File: config.mk
export PLATFORM = sky130hd
export DESIGN_NAME = lirq_router
export DESIGN_NICKNAME = d
export VERILOG_FILES = /design/src/rtl/lirq_pkg.sv /design/src/rtl/lirq_group.sv /design/src/rtl/lirq_steer.sv /design/src/rtl/lirq_regs.sv /design/src/rtl/lirq_router.sv
export SDC_FILE = /design/constraint.sdc
export NUM_CORES = 1
export LEC_CHECK = 0
export BUFFER_PORTS_ARGS = -buffer_cell sky130_fd_sc_hd__buf_2
export CORE_ASPECT_RATIO = 2
export CORE_UTILIZATION = 30
export CTS_CLUSTER_SIZE = 10
export DETAILED_ROUTE_END_ITERATION = 16
export GPL_TIMING_DRIVEN = 0
export PLACE_DENSITY = 0.51
export SYNTH_ARGS = -nofsm -noshare
export SYNTH_HDL_FRONTEND = slang
export SYNTH_SLANG_ARGS = --single-unit
export TNS_END_PERCENT = 20
File: constraint.sdc
create_clock -name clk -period 3.5 [get_ports clk]
set_input_delay 0.35 -clock clk [delete_from_list [all_inputs] [get_ports clk]]
set_output_delay 0.35 -clock clk [all_outputs]
set_load 0.01 [all_outputs]
File: src/rtl/lirq_pkg.sv
package lirq_pkg;

    localparam int DATA_W      = 32;
    localparam int ADDR_W      = 8;
    localparam int CTL_W       = 8;
    localparam int SRC_PER_GRP = 4;
    localparam int ROUTE_W     = 2;

    localparam int BIT_TIMER0  = 0;
    localparam int BIT_MBOX0   = 4;
    localparam int BIT_PERIPH  = 8;

    localparam logic [ADDR_W-1:0] OFS_ROUTE = 8'h0C;
    localparam logic [3:0]        BANK_TCTL  = 4'h4;
    localparam logic [3:0]        BANK_MCTL  = 4'h5;
    localparam logic [3:0]        BANK_IPEND = 4'h6;
    localparam logic [3:0]        BANK_FPEND = 4'h7;

    typedef enum logic [2:0] {
        RG_NONE,
        RG_ROUTE,
        RG_TCTL,
        RG_MCTL,
        RG_IPEND,
        RG_FPEND
    } reg_region_e;

    function automatic reg_region_e region_of(input logic [ADDR_W-1:0] a, input int ncores);
        reg_region_e r;
        r = RG_NONE;
        if (a[1:0] == 2'b00) begin
            if (a == OFS_ROUTE) begin
                r = RG_ROUTE;
            end else if (int'(a[3:2]) < ncores) begin
                unique case (a[7:4])
                    BANK_TCTL:  r = RG_TCTL;
                    BANK_MCTL:  r = RG_MCTL;
                    BANK_IPEND: r = RG_IPEND;
                    BANK_FPEND: r = RG_FPEND;
                    default:    r = RG_NONE;
                endcase
            end
        end
        return r;
    endfunction

endpackage

File: src/rtl/lirq_group.sv
module lirq_group #(
    parameter int N = 4
) (
    input  logic [N-1:0]   src,
    input  logic [2*N-1:0] ctl,
    output logic [N-1:0]   irq_bits,
    output logic [N-1:0]   fiq_bits
);

    for (genvar n = 0; n < N; n++) begin : g_src
        logic fiq_en;
        logic irq_en;
        assign fiq_en      = ctl[n + N];
        assign irq_en      = ctl[n];
        // fast enable wins over normal enable
        assign fiq_bits[n] = src[n] & fiq_en;
        assign irq_bits[n] = src[n] & irq_en & ~fiq_en;
    end

endmodule

File: src/rtl/lirq_steer.sv
module lirq_steer
    import lirq_pkg::*;
#(
    parameter int CORE_ID = 0
) (
    input  logic [SRC_PER_GRP-1:0] timer_src,
    input  logic [SRC_PER_GRP-1:0] mbox_src,
    input  logic [CTL_W-1:0]       tctl,
    input  logic [CTL_W-1:0]       mctl,
    input  logic                   periph_irq,
    input  logic                   periph_fiq,
    input  logic [ROUTE_W-1:0]     route_irq,
    input  logic [ROUTE_W-1:0]     route_fiq,
    output logic [DATA_W-1:0]      irq_word,
    output logic [DATA_W-1:0]      fiq_word
);

    localparam logic [ROUTE_W-1:0] MY_ID = ROUTE_W'(CORE_ID);

    logic [SRC_PER_GRP-1:0] tm_irq, tm_fiq, mb_irq, mb_fiq;
    logic                   sh_irq, sh_fiq;

    lirq_group #(.N(SRC_PER_GRP)) u_timer (
        .src      (timer_src),
        .ctl      (tctl),
        .irq_bits (tm_irq),
        .fiq_bits (tm_fiq)
    );

    lirq_group #(.N(SRC_PER_GRP)) u_mbox (
        .src      (mbox_src),
        .ctl      (mctl),
        .irq_bits (mb_irq),
        .fiq_bits (mb_fiq)
    );

    assign sh_irq = periph_irq & (route_irq == MY_ID);
    assign sh_fiq = periph_fiq & (route_fiq == MY_ID);

    always_comb begin
        irq_word = '0;
        fiq_word = '0;
        irq_word[BIT_TIMER0 +: SRC_PER_GRP] = tm_irq;
        fiq_word[BIT_TIMER0 +: SRC_PER_GRP] = tm_fiq;
        irq_word[BIT_MBOX0  +: SRC_PER_GRP] = mb_irq;
        fiq_word[BIT_MBOX0  +: SRC_PER_GRP] = mb_fiq;
        irq_word[BIT_PERIPH]                = sh_irq;
        fiq_word[BIT_PERIPH]                = sh_fiq;
    end

endmodule

File: src/rtl/lirq_regs.sv
module lirq_regs
    import lirq_pkg::*;
#(
    parameter int NUM_CORES = 4
) (
    input  logic                              clk,
    input  logic                              rst_n,
    input  logic                              reg_valid_i,
    input  logic                              reg_write_i,
    input  logic [ADDR_W-1:0]                 reg_addr_i,
    input  logic [DATA_W-1:0]                 reg_wdata_i,
    input  logic [NUM_CORES-1:0][DATA_W-1:0]  irq_word,
    input  logic [NUM_CORES-1:0][DATA_W-1:0]  fiq_word,
    output logic [DATA_W-1:0]                 reg_rdata_o,
    output logic [ROUTE_W-1:0]                route_irq,
    output logic [ROUTE_W-1:0]                route_fiq,
    output logic [NUM_CORES-1:0][CTL_W-1:0]   tctl,
    output logic [NUM_CORES-1:0][CTL_W-1:0]   mctl
);

    localparam int SLOT_W = (NUM_CORES > 1) ? $clog2(NUM_CORES) : 1;

    reg_region_e         region;
    logic [SLOT_W-1:0]   slot;
    logic [DATA_W-1:0]   rd_next;
    logic                unused_wdata_hi;

    assign region          = region_of(reg_addr_i, NUM_CORES);
    assign slot            = reg_addr_i[2 +: SLOT_W];
    assign unused_wdata_hi = ^reg_wdata_i[DATA_W-1:CTL_W];

    // configuration registers
    always_ff @(posedge clk or negedge rst_n) begin
        if (!rst_n) begin
            route_irq <= '0;
            route_fiq <= '0;
            tctl      <= '0;
            mctl      <= '0;
        end else if (reg_valid_i && reg_write_i) begin
            unique case (region)
                RG_ROUTE: begin
                    route_irq <= reg_wdata_i[0 +: ROUTE_W];
                    route_fiq <= reg_wdata_i[ROUTE_W +: ROUTE_W];
                end
                RG_TCTL:  tctl[slot] <= reg_wdata_i[CTL_W-1:0];
                RG_MCTL:  mctl[slot] <= reg_wdata_i[CTL_W-1:0];
                default:  ;
            endcase
        end
    end

    // read selection
    always_comb begin
        rd_next = '0;
        unique case (region)
            RG_ROUTE: rd_next = DATA_W'({route_fiq, route_irq});
            RG_TCTL:  rd_next = DATA_W'(tctl[slot]);
            RG_MCTL:  rd_next = DATA_W'(mctl[slot]);
            RG_IPEND: rd_next = irq_word[slot];
            RG_FPEND: rd_next = fiq_word[slot];
            default:  rd_next = '0;
        endcase
    end

    always_ff @(posedge clk or negedge rst_n) begin
        if (!rst_n) begin
            reg_rdata_o <= '0;
        end else if (reg_valid_i && !reg_write_i) begin
            reg_rdata_o <= rd_next;
        end
    end

endmodule

File: src/rtl/lirq_router.sv
module lirq_router
    import lirq_pkg::*;
#(
    parameter int NUM_CORES = 4
) (
    input  logic                            clk,
    input  logic                            rst_n,
    input  logic [SRC_PER_GRP*NUM_CORES-1:0] timer_src_i,
    input  logic [SRC_PER_GRP*NUM_CORES-1:0] mbox_pend_i,
    input  logic                            periph_irq_i,
    input  logic                            periph_fiq_i,
    input  logic                            reg_valid_i,
    input  logic                            reg_write_i,
    input  logic [ADDR_W-1:0]               reg_addr_i,
    input  logic [DATA_W-1:0]               reg_wdata_i,
    output logic [DATA_W-1:0]               reg_rdata_o,
    output logic [NUM_CORES-1:0]            core_irq_o,
    output logic [NUM_CORES-1:0]            core_fiq_o
);

    logic [ROUTE_W-1:0]               route_irq, route_fiq;
    logic [NUM_CORES-1:0][CTL_W-1:0]  tctl, mctl;
    logic [NUM_CORES-1:0][DATA_W-1:0] irq_word, fiq_word;

    lirq_regs #(.NUM_CORES(NUM_CORES)) u_regs (
        .clk         (clk),
        .rst_n       (rst_n),
        .reg_valid_i (reg_valid_i),
        .reg_write_i (reg_write_i),
        .reg_addr_i  (reg_addr_i),
        .reg_wdata_i (reg_wdata_i),
        .irq_word    (irq_word),
        .fiq_word    (fiq_word),
        .reg_rdata_o (reg_rdata_o),
        .route_irq   (route_irq),
        .route_fiq   (route_fiq),
        .tctl        (tctl),
        .mctl        (mctl)
    );

    for (genvar c = 0; c < NUM_CORES; c++) begin : g_core
        lirq_steer #(.CORE_ID(c)) u_steer (
            .timer_src  (timer_src_i[c*SRC_PER_GRP +: SRC_PER_GRP]),
            .mbox_src   (mbox_pend_i[c*SRC_PER_GRP +: SRC_PER_GRP]),
            .tctl       (tctl[c]),
            .mctl       (mctl[c]),
            .periph_irq (periph_irq_i),
            .periph_fiq (periph_fiq_i),
            .route_irq  (route_irq),
            .route_fiq  (route_fiq),
            .irq_word   (irq_word[c]),
            .fiq_word   (fiq_word[c])
        );
        assign core_irq_o[c] = |irq_word[c];
        assign core_fiq_o[c] = |fiq_word[c];
    end

endmodule

== Word level (Yosys, flattened, before mapping) ==
Cells that the tools add are included.

* Order comparisons: 2
* Equality and inequality tests: 16
* Muxes and demuxes: 16
* Bitwise logic cells: 136
* Reduce and logical (&&, ||, !) cells: 18

{| class="wikitable"
|+ Operators by type and width
! cell !! count
|-
| 32-bit one-hot mux with 5 select lines || 1
|-
| 32-bit binary-select mux with 2-bit select || 2
|-
| 1-bit AND || 104
|-
| 9-bit OR reduction || 8
|-
| 32-bit bitwise mux || 2
|-
| 32-bit 2-to-1 mux || 2
|-
| 8-bit binary-select mux with 2-bit select || 2
|-
| 1-bit inverter || 32
|-
| 8-bit 2-to-1 mux || 3
|-
| 8-bit demux with 2-bit select || 1
|-
| 4-bit by 3-bit equality test with 1-bit output (second input constant) || 4
|-
| 3-bit one-hot mux with 4 select lines || 1
|-
| 2-bit equality test (second input constant) || 4
|-
| 8-bit by 4-bit equality test with 1-bit output (second input constant) || 1
|-
| 3-bit by 2-bit equality test with 1-bit output (second input constant) || 2
|-
| 3-bit equality test (second input constant) || 2
|-
| 2-bit zero test || 3
|-
| 3-bit 2-to-1 mux || 2
|-
| 2-bit AND reduction || 3
|-
| 2-bit by 1-bit equality test with 1-bit output (second input constant) || 2
|-
| 3-bit by 1-bit equality test with 1-bit output (second input constant) || 1
|-
| 1-bit logical AND || 3
|-
| 2-bit by 3-bit < comparator with 1-bit output (second input constant) || 1
|-
| 2-bit by 1-bit greater-or-equal comparator with 1-bit output (second input constant) || 1
|-
| 1-bit zero test || 1
|}

* Register bits after elaboration: 100
* Input bits: 78
* Output and inout bits: 40
* Word-level logic and storage cells: 199

== Depth between registers and ports, before layout ==
Gate-level depths: netlist of run 1.

* Word-level depth: 6
* Mapped depth: 9
* Gate-level depth less buffers: 5

== Hierarchy ==
From an unflattened synthesis of run 1, not the netlist that was laid out.

* Cell total of the unflattened synthesis: 790
* Area, all modules: 8821.0 um2

{| class="wikitable"
|+ By module, submodules not included
! module !! instances !! cells an instance !! area an instance (um2) !! sequential area each (um2)
|-
| lirq_regs || 1 || 434 || 6170.9 || 2502.4
|-
| lirq_steer (g_core[1].u_steer ...) || 2 || 51 || 381.6 || 0.0
|-
| lirq_router || 1 || 88 || 600.6 || 0.0
|-
| lirq_group || 8 || 8 || 65.1 || 0.0
|-
| lirq_steer (g_core[0].u_steer) || 1 || 51 || 389.1 || 0.0
|-
| lirq_steer (g_core[3].u_steer) || 1 || 51 || 376.6 || 0.0
|}

== Least setup slack after synthesis of run 1 ==
No wires, ideal clock.

* Path kind: input-to-reg
* From: input reg_addr_i[1]
* To: register u_regs.tctl[18] in the netlist's numbering
* Library setup time: 0.128 ns
* Arrival: 1.815 ns
* Required time: 3.372 ns
* Setup slack: 1.557 ns
* Stages on the path: 6
* Buffers on the path: 2
* Cell sequence: or3_1 -> buf_2 -> nor4b_4 -> buf_6 -> nand3_4 -> mux2_1

* Longest elaborated chain between the ends: 5
* Elaborated cells between the ends (all ways): 6
* Classes of those cells: eq/ne: 2; mux: 2; reduce/logical: 2

{| class="wikitable"
|+ RTL lines
! what !! line !! text
|-
| start, declared || lirq_router.sv:14 || <nowiki>input logic [ADDR_W-1:0] reg_addr_i,</nowiki>
|-
| 8-bit by 4-bit equality test with 1-bit output || lirq_pkg.sv:32 || <nowiki>if (a == OFS_ROUTE) begin</nowiki>
|-
| 3-bit 2-to-1 mux || lirq_pkg.sv:32 ||
|-
| 3-bit 2-to-1 mux (*) || lirq_pkg.sv:31 || <nowiki>if (a[1:0] == 2'b00) begin</nowiki>
|-
| 3-bit by 2-bit equality test with 1-bit output (*) || lirq_regs.sv:40 || <nowiki>unique case (region)</nowiki>
|-
| 2-bit AND reduction (no line) (*) || - ||
|-
| end signal, assigned by index || lirq_regs.sv:45 || <nowiki>RG_TCTL: tctl[slot] <= reg_wdata_i[CTL_W-1:0];</nowiki>
|-
| end, declared || lirq_regs.sv:17 || <nowiki>output logic [NUM_CORES-1:0][CTL_W-1:0] tctl,</nowiki>
|}

Mark *: on every way between the ends. The rest lies on a longest branch, timed or not.
A chain may end at the register's enable or synchronous reset.

== Worst setup path in the final report of run 1 ==
* From: input reg_addr_i[2]
* To: register u_regs.tctl[13] in the netlist's numbering

* Longest elaborated chain between the ends: 5
* Elaborated cells between the ends (all ways): 11
* Classes of those cells: order compare: 2; eq/ne: 2; mux: 5; reduce/logical: 2

{| class="wikitable"
|+ RTL lines
! what !! line
|-
| 2-bit by 3-bit < comparator with 1-bit output (not written as such), or another cell as far along || lirq_regs.sv:45
|-
| 1-bit logical AND (not written as such) / 3-bit 2-to-1 mux (equally long branches) || lirq_regs.sv:45, lirq_pkg.sv:32
|-
| 8-bit 2-to-1 mux (not written as such) / 3-bit 2-to-1 mux (equally long branches) || lirq_regs.sv:45, lirq_pkg.sv:31
|-
| 8-bit demux with 2-bit select / 3-bit by 2-bit equality test with 1-bit output (equally long branches) || -
|-
| 32-bit bitwise mux / 2-bit AND reduction (equally long branches) || -
|}

Several ways; a longest one is shown, not always the timed one.

==> flow_summary.ini, run 1 <==
[setup_path]
path_cells = buf_4 -> buf_2 -> nor2b_1 -> nand4_2 -> mux2_2
arrival_ns = 2.63
reg2reg_slack_ns = 1.73
cpLargestDelayFamily = simple AND/OR/NAND/NOR gates
crit_required_ns = 3.72
cp-start-kind = input port
reg2reg_depth = 4
crit_path_top_delay_cell = nor2b_1
critical_path_peak_fanout = 10
path_depth = 5
cp_slowest_stage_delay_ns = 0.68
critical_path_class = in -> reg
crit_buf_inv = 2
cp-startpoint = reg_addr_i[2]
r2r-start = u_regs.mctl[31]
r2r-end = u_regs.reg_rdata_o[7]
end_kind = flip-flop
crit_path_end = u_regs.tctl[13]

[drt]
detail_route.vias_per_cell = 5.72
post_drt_wl_per_cell_um = 25.3
drt-initial-drc-count = 393
drtPass1Iterations = 7
finalWirelength_um = 18600
vias = 4196
ant_nets = 0
drc = 0

[timing]
fin_crit_ns = 2.41
fin_ws_ns = 1.09
post-route-period-util = 0.688
clock_skew_ns = 0.00703
timing.max_slew.rel_slack = 0.335
drv_slew = 0
fmax_mhz = 415
worstMarginPinSlew_ns = 0.992
fin_tns_setup_ns = 0
rsz0062_at_grt = no
hold_violations = 16
setup_viol = 0
hold-worst-slack_ns = -0.0141

[floorplan]
ios = 118
rows = 65
initial_core_util = 0.307
core_sq_mm = 0.0158
dieHeight_um = 182
dieArea_sq_mm = 0.0167
die_x_um = 91.9

[cts]
cts_buffers = 9
clk_pin_slew_ns = 0.06
cts_hold_buf = 0
cts.sinks = 77
clock_path_buffers = 2
clockRootBuffer = clkbuf_16
ctsResizeCount = 0
clock_latency_ns = 0.35
cts_tree = done
htreeDepth = 3
postCtsSetupBuffers = 0

[yosys]
async_reset_ff_frac = 1.00
synth_cells = 426
synth_area_sq_mm = 0.00485
yosysTopAreaCellShare = 0.397
yosysTopAreaCell = dfrtp_1
synth_edf_count = 0
ys_seq_area_frac = 0.397
ys_types = 58
yosys-top-cells-count = dfrtp_1 (77), mux2_2 (62), nand2_1 (32), nand3b_1 (32), buf_4 (24)
synth.most_common_cell = dfrtp_1
synth.area.top_cells = dfrtp_1 (40%), mux2_2 (14%), mux4_2 (11%)
ys_ff_latch = 77
ys.flop_type = dfrtp_1
synth_area_per_cell_sq_um = 11.4
ys_warn_count = 0

[outcome]
status = finished with violations
violations = hold timing

[power]
irDropWorstVdd_uv = 203
p_per_area_mw_per_mm2 = 374
intPower_w = 0.00162
p_sw_frac = 0.260
clockPowerShare = 0.440
p_leak_nw = 2.68
switchingPower_w = 0.000569
p_comb_frac = 0.131
p_seq_frac = 0.429

[grt]
antenna_found_initial = 0
grt_pass1_vias = 4220
overflow = 0
gr-usage-all-layers = 0.232
grt_max_degree = 41
grt_pass1_wl_um = 27600

[finish]
diodes = 0
finalNetCount = 606
syn_to_final_growth_pct = 20.8
design_area_sq_mm = 0.00586
drive_above_1_share = 0.402
finish.utilization = 0.371
nFillCells = 1622

[place]
portBuffers = 68
dp.final_hpwl_um = 14900
pre_cts_ws_ns = 0.833
gp_congestion = 0.995
placed_area_sq_mm = 0.00555

[flow_run]
drv_cap = 0

[min_path]
hold_path.class = in -> async
## worst min-delay path by stage
stage	start	endpoint
floorplan	rst_n	u_regs.mctl[0]
global placement	u_regs.reg_rdata_o[8]	u_regs.reg_rdata_o[8]
detailed placement	rst_n	u_regs.tctl[8]
CTS	rst_n	u_regs.mctl[11]
global route	rst_n	u_regs.tctl[8]
finish	rst_n	u_regs.tctl[8]
## cell usage in the layout (no fill, tap or decap), types with 3 or more instances in the layout
cell type and n:
a211oi_1 3, o221ai_1 4, nand3_1 21, buf_6 3, o211ai_1 5, nor2_1 16, mux2_2 62, nand3b_1 32
nand4_1 17, a22oi_1 13, o21ai_0 18, mux4_2 23, buf_4 25, nand2_1 32, buf_2 76, mux2_1 3
inv_1 3, a22o_1 4, conb_1 23, a41oi_1 3, clkbuf_1 7, dfrtp_1 77, clkbuf_16 9, nor3_1 3
or3_1 5
## layout make-up
type	count	area, sq um	share of cell area
multi-input cells	325	2720	0.464
flip-flops and latches	77	1930	0.329
repair buffers	69	363	0.0619
plain buffers	43	285	0.0487
clock buffers	13	260	0.0444
well taps	201	251	0.0429
clock inverters	3	43.8	0.00748
inverters	3	11.3	0.00192
## sequential cells by signal, indices dropped and copies added, names as in the netlist
signal / flops
u_regs.route_irq: 2
u_regs.reg_rdata_o: 9
u_regs.route_fiq: 2
u_regs.tctl: 32
u_regs.mctl: 32
## per-layer routing
metal	GRT usage	part of all wire	up-vias
met1	0.248	0.35	2063
met3	0.0293	0.055	75
met4	0.176	0.075	0
met5	0	0	-
li1	-	-	1804
met2	0.407	0.52	254
## through the flow
step	hold slack [ns]	power, W	std cells
6_report	-0.0141	0.00219	734
5_1_grt	0.0278	0.00226	734
3_5_place_dp	0.368	0.00124	718
4_1_cts	0.00579	0.00220	734
3_3_place_gp	0.468	0.00123	717
2_1_floorplan	0.0544	0.00109	448
## power groups by stage
stage	registers, W	logic (W)	clock network [W]
after floorplan	0.000944	0.000149	0
after CTS	0.000938	0.000283	0.000979
final	0.000939	0.000286	0.000964
after detailed placement	0.000955	0.000282	0
after global routing	0.000941	0.000306	0.00102
after global placement	0.000954	0.000276	0
## cell families (layout without fill, tap and decap cells)
kind of cell	after synthesis	after routing	synth area share
xor gates and xnor gates	2	2	0.00361
other	1	23	0.000773
buffers and inverters	46	131	0.0612
DFF	77	77	0.397
AOI/OAI and AO/OA	65	65	0.0950
muxes	89	89	0.260
and+or+nand+nor	146	146	0.182
(Power assumes the default switching activity.)
==> inputs of run 2 (changes only) <==
clock period = 2.5 ns   (was 3.5 ns; I/O delays follow)
==> flow_summary.ini, run 2 (synthesis gave the netlist of run 1 again) <==
[setup_path]
critical_path_class = in -> reg
path_depth = 5
critical_path_peak_fanout = 10
cp-start-kind = input port
crit_path_top_delay_cell = nor2b_1
cpLargestDelayFamily = simple AND/OR/NAND/NOR gates
crit_buf_inv = 2
arrival_ns = 2.56
path_cells = buf_4 -> buf_2 -> nor2b_1 -> nand4_2 -> mux2_2
end_kind = flip-flop
crit_required_ns = 2.72
cp_slowest_stage_delay_ns = 0.71
reg2reg_depth = 4

[floorplan]
ios = 118
dieHeight_um = 182
die_x_um = 91.9
initial_core_util = 0.307
dieArea_sq_mm = 0.0167
core_sq_mm = 0.0158
rows = 65

[place]
dp.final_hpwl_um = 14900
gp_congestion = 0.995
portBuffers = 68
place_inst = 718

[drt]
vias = 4242
drtPass1Iterations = 7
finalWirelength_um = 18700
detail_route.vias_per_cell = 5.77
drt-initial-drc-count = 400
ant_nets = 0
post_drt_wl_per_cell_um = 25.4
drc = 0

[cts]
cts_tree = done
cts.sinks = 77
clockRootBuffer = clkbuf_16
cts_buffers = 9
htreeDepth = 3
clk_pin_slew_ns = 0.06
clock_latency_ns = 0.34
postCtsSetupBuffers = 0
clock_path_buffers = 2

[flow_run]
drv_cap = 0

[timing]
worstMarginPinSlew_ns = 0.991
hold_violations = 0
fin_crit_ns = 2.33
post-route-period-util = 0.933
setup_viol = 0
clock_skew_ns = 0.00579
drv_slew = 0
rsz0062_at_grt = no
fin_tns_setup_ns = 0
fmax_mhz = 429
timing.max_slew.rel_slack = 0.336

[finish]
syn_to_final_growth_pct = 21.0
finalNetCount = 607
layout_commonest_cell = dfrtp_1
multi_input_area_sq_mm = 0.00272
top_regs = u_regs.mctl x32, u_regs.tctl x32, u_regs.reg_rdata_o x9
layout_common_cells = dfrtp_1 (77), buf_2 (76), mux2_2 (62), nand2_1 (32), nand3b_1 (32)
drive_above_1_share = 0.401
register_area_sq_mm = 0.00193
final_cells = 735
diodes = 0
nFillCells = 1621

[grt]
grt_pass1_vias = 4222
overflow = 0
gr-usage-all-layers = 0.232
grt_pass1_wl_um = 27600
antenna_found_initial = 0
grt_max_degree = 41

[power]
p_per_area_mw_per_mm2 = 523
irDropWorstVdd_uv = 282
p_leak_nw = 2.68

[outcome]
status = completed

[min_path]
hold_path.class = in -> reg
hold_path_depth = 2
## run 2: through the flow
stage	setup slack, ns	utilization	power [W]	area, sq um	hold slack [ns]
finish	0.167	0.372	0.00307	5870	0.237
detailed placement	-0.0671	0.352	0.00173	5550	0.268
floorplan	0.657	-	0.00153	4930	-0.0456
global placement	-0.269	0.350	0.00172	5520	0.468
global route	0.180	0.372	0.00317	5870	0.250
CTS	0.289	0.372	0.00308	5870	0.238
## run 2: power breakdown
part	total, W	internal, W	leakage (nW)	switching (W)
Clock	0.00135	0.000829	0.150	0.000522
Combinational	0.000403	0.000163	1.47	0.000240
Sequential	0.00132	0.00128	1.06	0.0000375
Total	0.00307	0.00227	2.68	0.000799
## run 2: path summary, 6_finish.rpt
check | slack (ns) | startpoint | end
hold / removal | 0.24 | reg_wdata_i[4] | u_regs.tctl[12]
min in group asynchronous | 0.44 | rst_n | u_regs.tctl[8]
setup / recovery | 0.17 | reg_addr_i[2] | u_regs.tctl[13]
max in group asynchronous | 1.46 | rst_n | u_regs.mctl[14]
hold reg to reg | 0.49 | u_regs.reg_rdata_o[2] | u_regs.reg_rdata_o[2]
setup reg to reg | 0.72 | u_regs.mctl[31] | u_regs.reg_rdata_o[7]
## run 2: layer usage
| metal | vias up | share of wire | GRT usage |
|---|---|---|---|
| met3 | 74 | 0.060 | 0.0293 |
| met4 | 0 | 0.072 | 0.176 |
| li1 | 1816 | - | - |
| met2 | 262 | 0.53 | 0.407 |
| met5 | - | 0 | 0 |
| met1 | 2090 | 0.34 | 0.248 |
## run 2: cell type report
cell class | instances | area share
clock inverters | 3 | 0.00746
well taps | 201 | 0.0429
repair buffers | 70 | 0.0635
inverters | 3 | 0.00192
clock buffers | 13 | 0.0443
multi-input cells | 325 | 0.463
flip-flops and latches | 77 | 0.328
plain buffers | 43 | 0.0486
## run 2: worst register-to-register path: cells and delay by family (launching register included)
family	cells	cell delay [ns]
muxes	1	0.49
DFF	1	0.45
and+or+nand+nor	2	0.45
AOI/OAI and AO/OA	1	0.28
## run 2: what timing repair did
action,in CTS,in global routing
endpoints found under the hold margin,39,0
resized for setup,0,0
hold buffers,1,0
==> inputs of run 3 (changes only) <==
PLACE_DENSITY = 0.48   (was 0.51)
SYNTH_HIERARCHICAL = 1   (was default)
==> flow_summary.ini, run 3 <==
[yosys]
synth_edf_count = 0
yosysTopAreaCell = dfrtp_1
yosys-top-cells-count = buf_4 (194), dfrtp_1 (100), mux4_2 (80)
ys.flop_type = dfrtp_1
synth_area_sq_mm = 0.00882
ys_seq_area_frac = 0.284
synth.most_common_cell = buf_4
ys_types = 38
yosysTopAreaCellShare = 0.284
synth.area.top_cells = dfrtp_1 (28%), mux4_2 (20%), buf_4 (17%)
synth_area_per_cell_sq_um = 11.2
async_reset_ff_frac = 1.00
ys_warn_count = 6
ys_ff_latch = 100
synth_cells = 790

[finish]
layout_commonest_cell = buf_4
syn_to_final_growth_pct = 22.8
layout_common_cells = buf_4 (195), conb_1 (184), buf_2 (101), dfrtp_1 (100), mux4_2 (80)
drive_above_1_share = 0.483
diodes = 0
final_cells = 1439
top_regs = u_regs/mctl x32, u_regs/reg_rdata_o x32, u_regs/tctl x32
finalNetCount = 1152

[setup_path]
reg2reg_depth = 5
cp-start-kind = flip-flop
reg2reg_slack_ns = 0.55
r2r-start = u_regs/tctl[1]
r2r-end = u_regs/reg_rdata_o[1]
arrival_ns = 2.24
end_kind = primary output
critical_path_class = reg -> out
crit_path_end = core_fiq_o[0]
crit_required_ns = 2.25
critical_path_peak_fanout = 4
cp-startpoint = u_regs/tctl[5]

[cts]
clk_pin_slew_ns = 0.08
clock_latency_ns = 0.38
htreeDepth = 3
clockRootBuffer = clkbuf_16
clock_path_buffers = 2
cts.sinks = 100
postCtsSetupBuffers = 0
cts_buffers = 9
cts_tree = done

[floorplan]
core_sq_mm = 0.0288
ios = 118
dieArea_sq_mm = 0.0301
dieHeight_um = 245
die_x_um = 123
initial_core_util = 0.306
rows = 88

[timing]
rsz0062_at_grt = no
fmax_mhz = 401
drv_slew = 0
fin_crit_ns = 2.49
worstMarginPinSlew_ns = 0.968
clock_skew_ns = 0.0138
post-route-period-util = 0.997
hold_violations = 0
setup_viol = 0
fin_tns_setup_ns = 0
timing.max_slew.rel_slack = 0.352

[grt]
grt_pass1_vias = 7239
grt_max_degree = 66
grt_pass1_wl_um = 45200
overflow = 0
gr-usage-all-layers = 0.216
antenna_found_initial = 0

[drt]
drtPass1Iterations = 4
finalWirelength_um = 30800
drt-initial-drc-count = 249
vias = 6796
post_drt_wl_per_cell_um = 21.4
drc = 0
ant_nets = 0
detail_route.vias_per_cell = 4.72

[power]
irDropWorstVdd_uv = 295
p_leak_nw = 5.28
p_per_area_mw_per_mm2 = 370

[place]
portBuffers = 91
dp.final_hpwl_um = 26200
place_inst = 1422
gp_congestion = 0.985

[min_path]
hold_path.class = in -> reg
hold_path_depth = 2

[outcome]
status = completed

[flow_run]
drv_cap = 0
## run 3: cell count changes after synthesis, sizes merged, moves of 11 or more
| cell | before | now |
|---|---|---|
| dfrtp | 77 | 100 |
| nand4 | 18 | 29 |
| nor2 | 16 | 4 |
| buf | 38 | 205 |
| nand3b | 33 | 1 |
| and3b | 1 | 36 |
| and2 | 1 | 33 |
| mux4 | 23 | 80 |
| a22oi | 13 | 24 |
| nand3 | 22 | 9 |
| nor4 | 3 | 65 |
| clkbuf | 5 | 30 |
## run 3: report_power, final
part           total, W  internal [W]  leakage [nW]  switching, W
sequential      0.00167       0.00165          1.39     0.0000253
clock           0.00144      0.000703         0.141      0.000740
combinational  0.000896      0.000461          3.75      0.000435
total           0.00401       0.00281          5.28       0.00120
## run 3: worst min path at each step
| stage | to | slack (ns) | startpoint |
|---|---|---|---|
| 3_5_place_dp | u_regs/tctl[5] | 0.26 | rst_n |
| 4_1_cts | u_regs/tctl[12] | 0.27 | reg_wdata_i[4] |
| 2_1_floorplan | u_regs/mctl[0] | -0.05 | rst_n |
| 3_3_place_gp | u_regs/reg_rdata_o[24] | 0.46 | u_regs/reg_rdata_o[24] |
| 5_1_grt | u_regs/tctl[12] | 0.28 | reg_wdata_i[4] |
| 6_report | u_regs/tctl[12] | 0.28 | reg_wdata_i[4] |
## run 3: critical path, stage by stage (launching register included)
cell and delay [ns]:
dfrtp_1 0.41, and2_2 0.21, nor4_1 0.58, nand4_1 0.26, or2_1 0.27, buf_2 0.14
## run 3: kinds of logic (layout without fill, tap and decap cells)
family	Yosys count	after routing	synth area share
AOI/OAI and AO/OA	65	65	0.0509
buffers and inverters	237	346	0.185
DFF	100	100	0.284
muxes	148	148	0.291
other	4	184	0.00170
and+or+nand+nor	236	236	0.188
## run 3: what timing repair did
action / CTS / global route
resized for setup: 13 / 2
setup endpoints to repair: 10 / 2
hold buffers: 1 / 0
cloned: 0 / 0
endpoints found under the hold margin: 35 / 0
## run 3: stage by stage
step                setup slack (ns)  hold WS, ns  power [W]   util  area, sq um
floorplan                      0.507      -0.0456    0.00231      -         9500
global placement              -0.445        0.460    0.00252  0.361        10400
detailed placement            -0.413        0.261    0.00253  0.362        10400
CTS                           0.0152        0.267    0.00401  0.375        10800
global route                  0.0120        0.280    0.00420  0.376        10800
finish                       0.00736        0.278    0.00401  0.376        10800
## run 3: routing by layer
metal  vias up  global-route usage  share of wire
met2       143               0.452           0.61
met5         -                   0              0
met1      3344               0.187           0.30
met4         0               0.119          0.059
li1       3248                   -              -
met3        61              0.0217          0.027
## run 3: final cells by class
| class | instances | area [sq um] |
|---|---|---|
| inverter | 2 | 7.51 |
| clock buffer | 9 | 225 |
| sequential | 100 | 2500 |
| fill | 2976 | 18000 |
| timing repair buffer | 93 | 495 |
| buffer | 235 | 1620 |
| clock inverter | 7 | 70.1 |
| tap | 360 | 450 |
| multi-input combinational | 633 | 5460 |
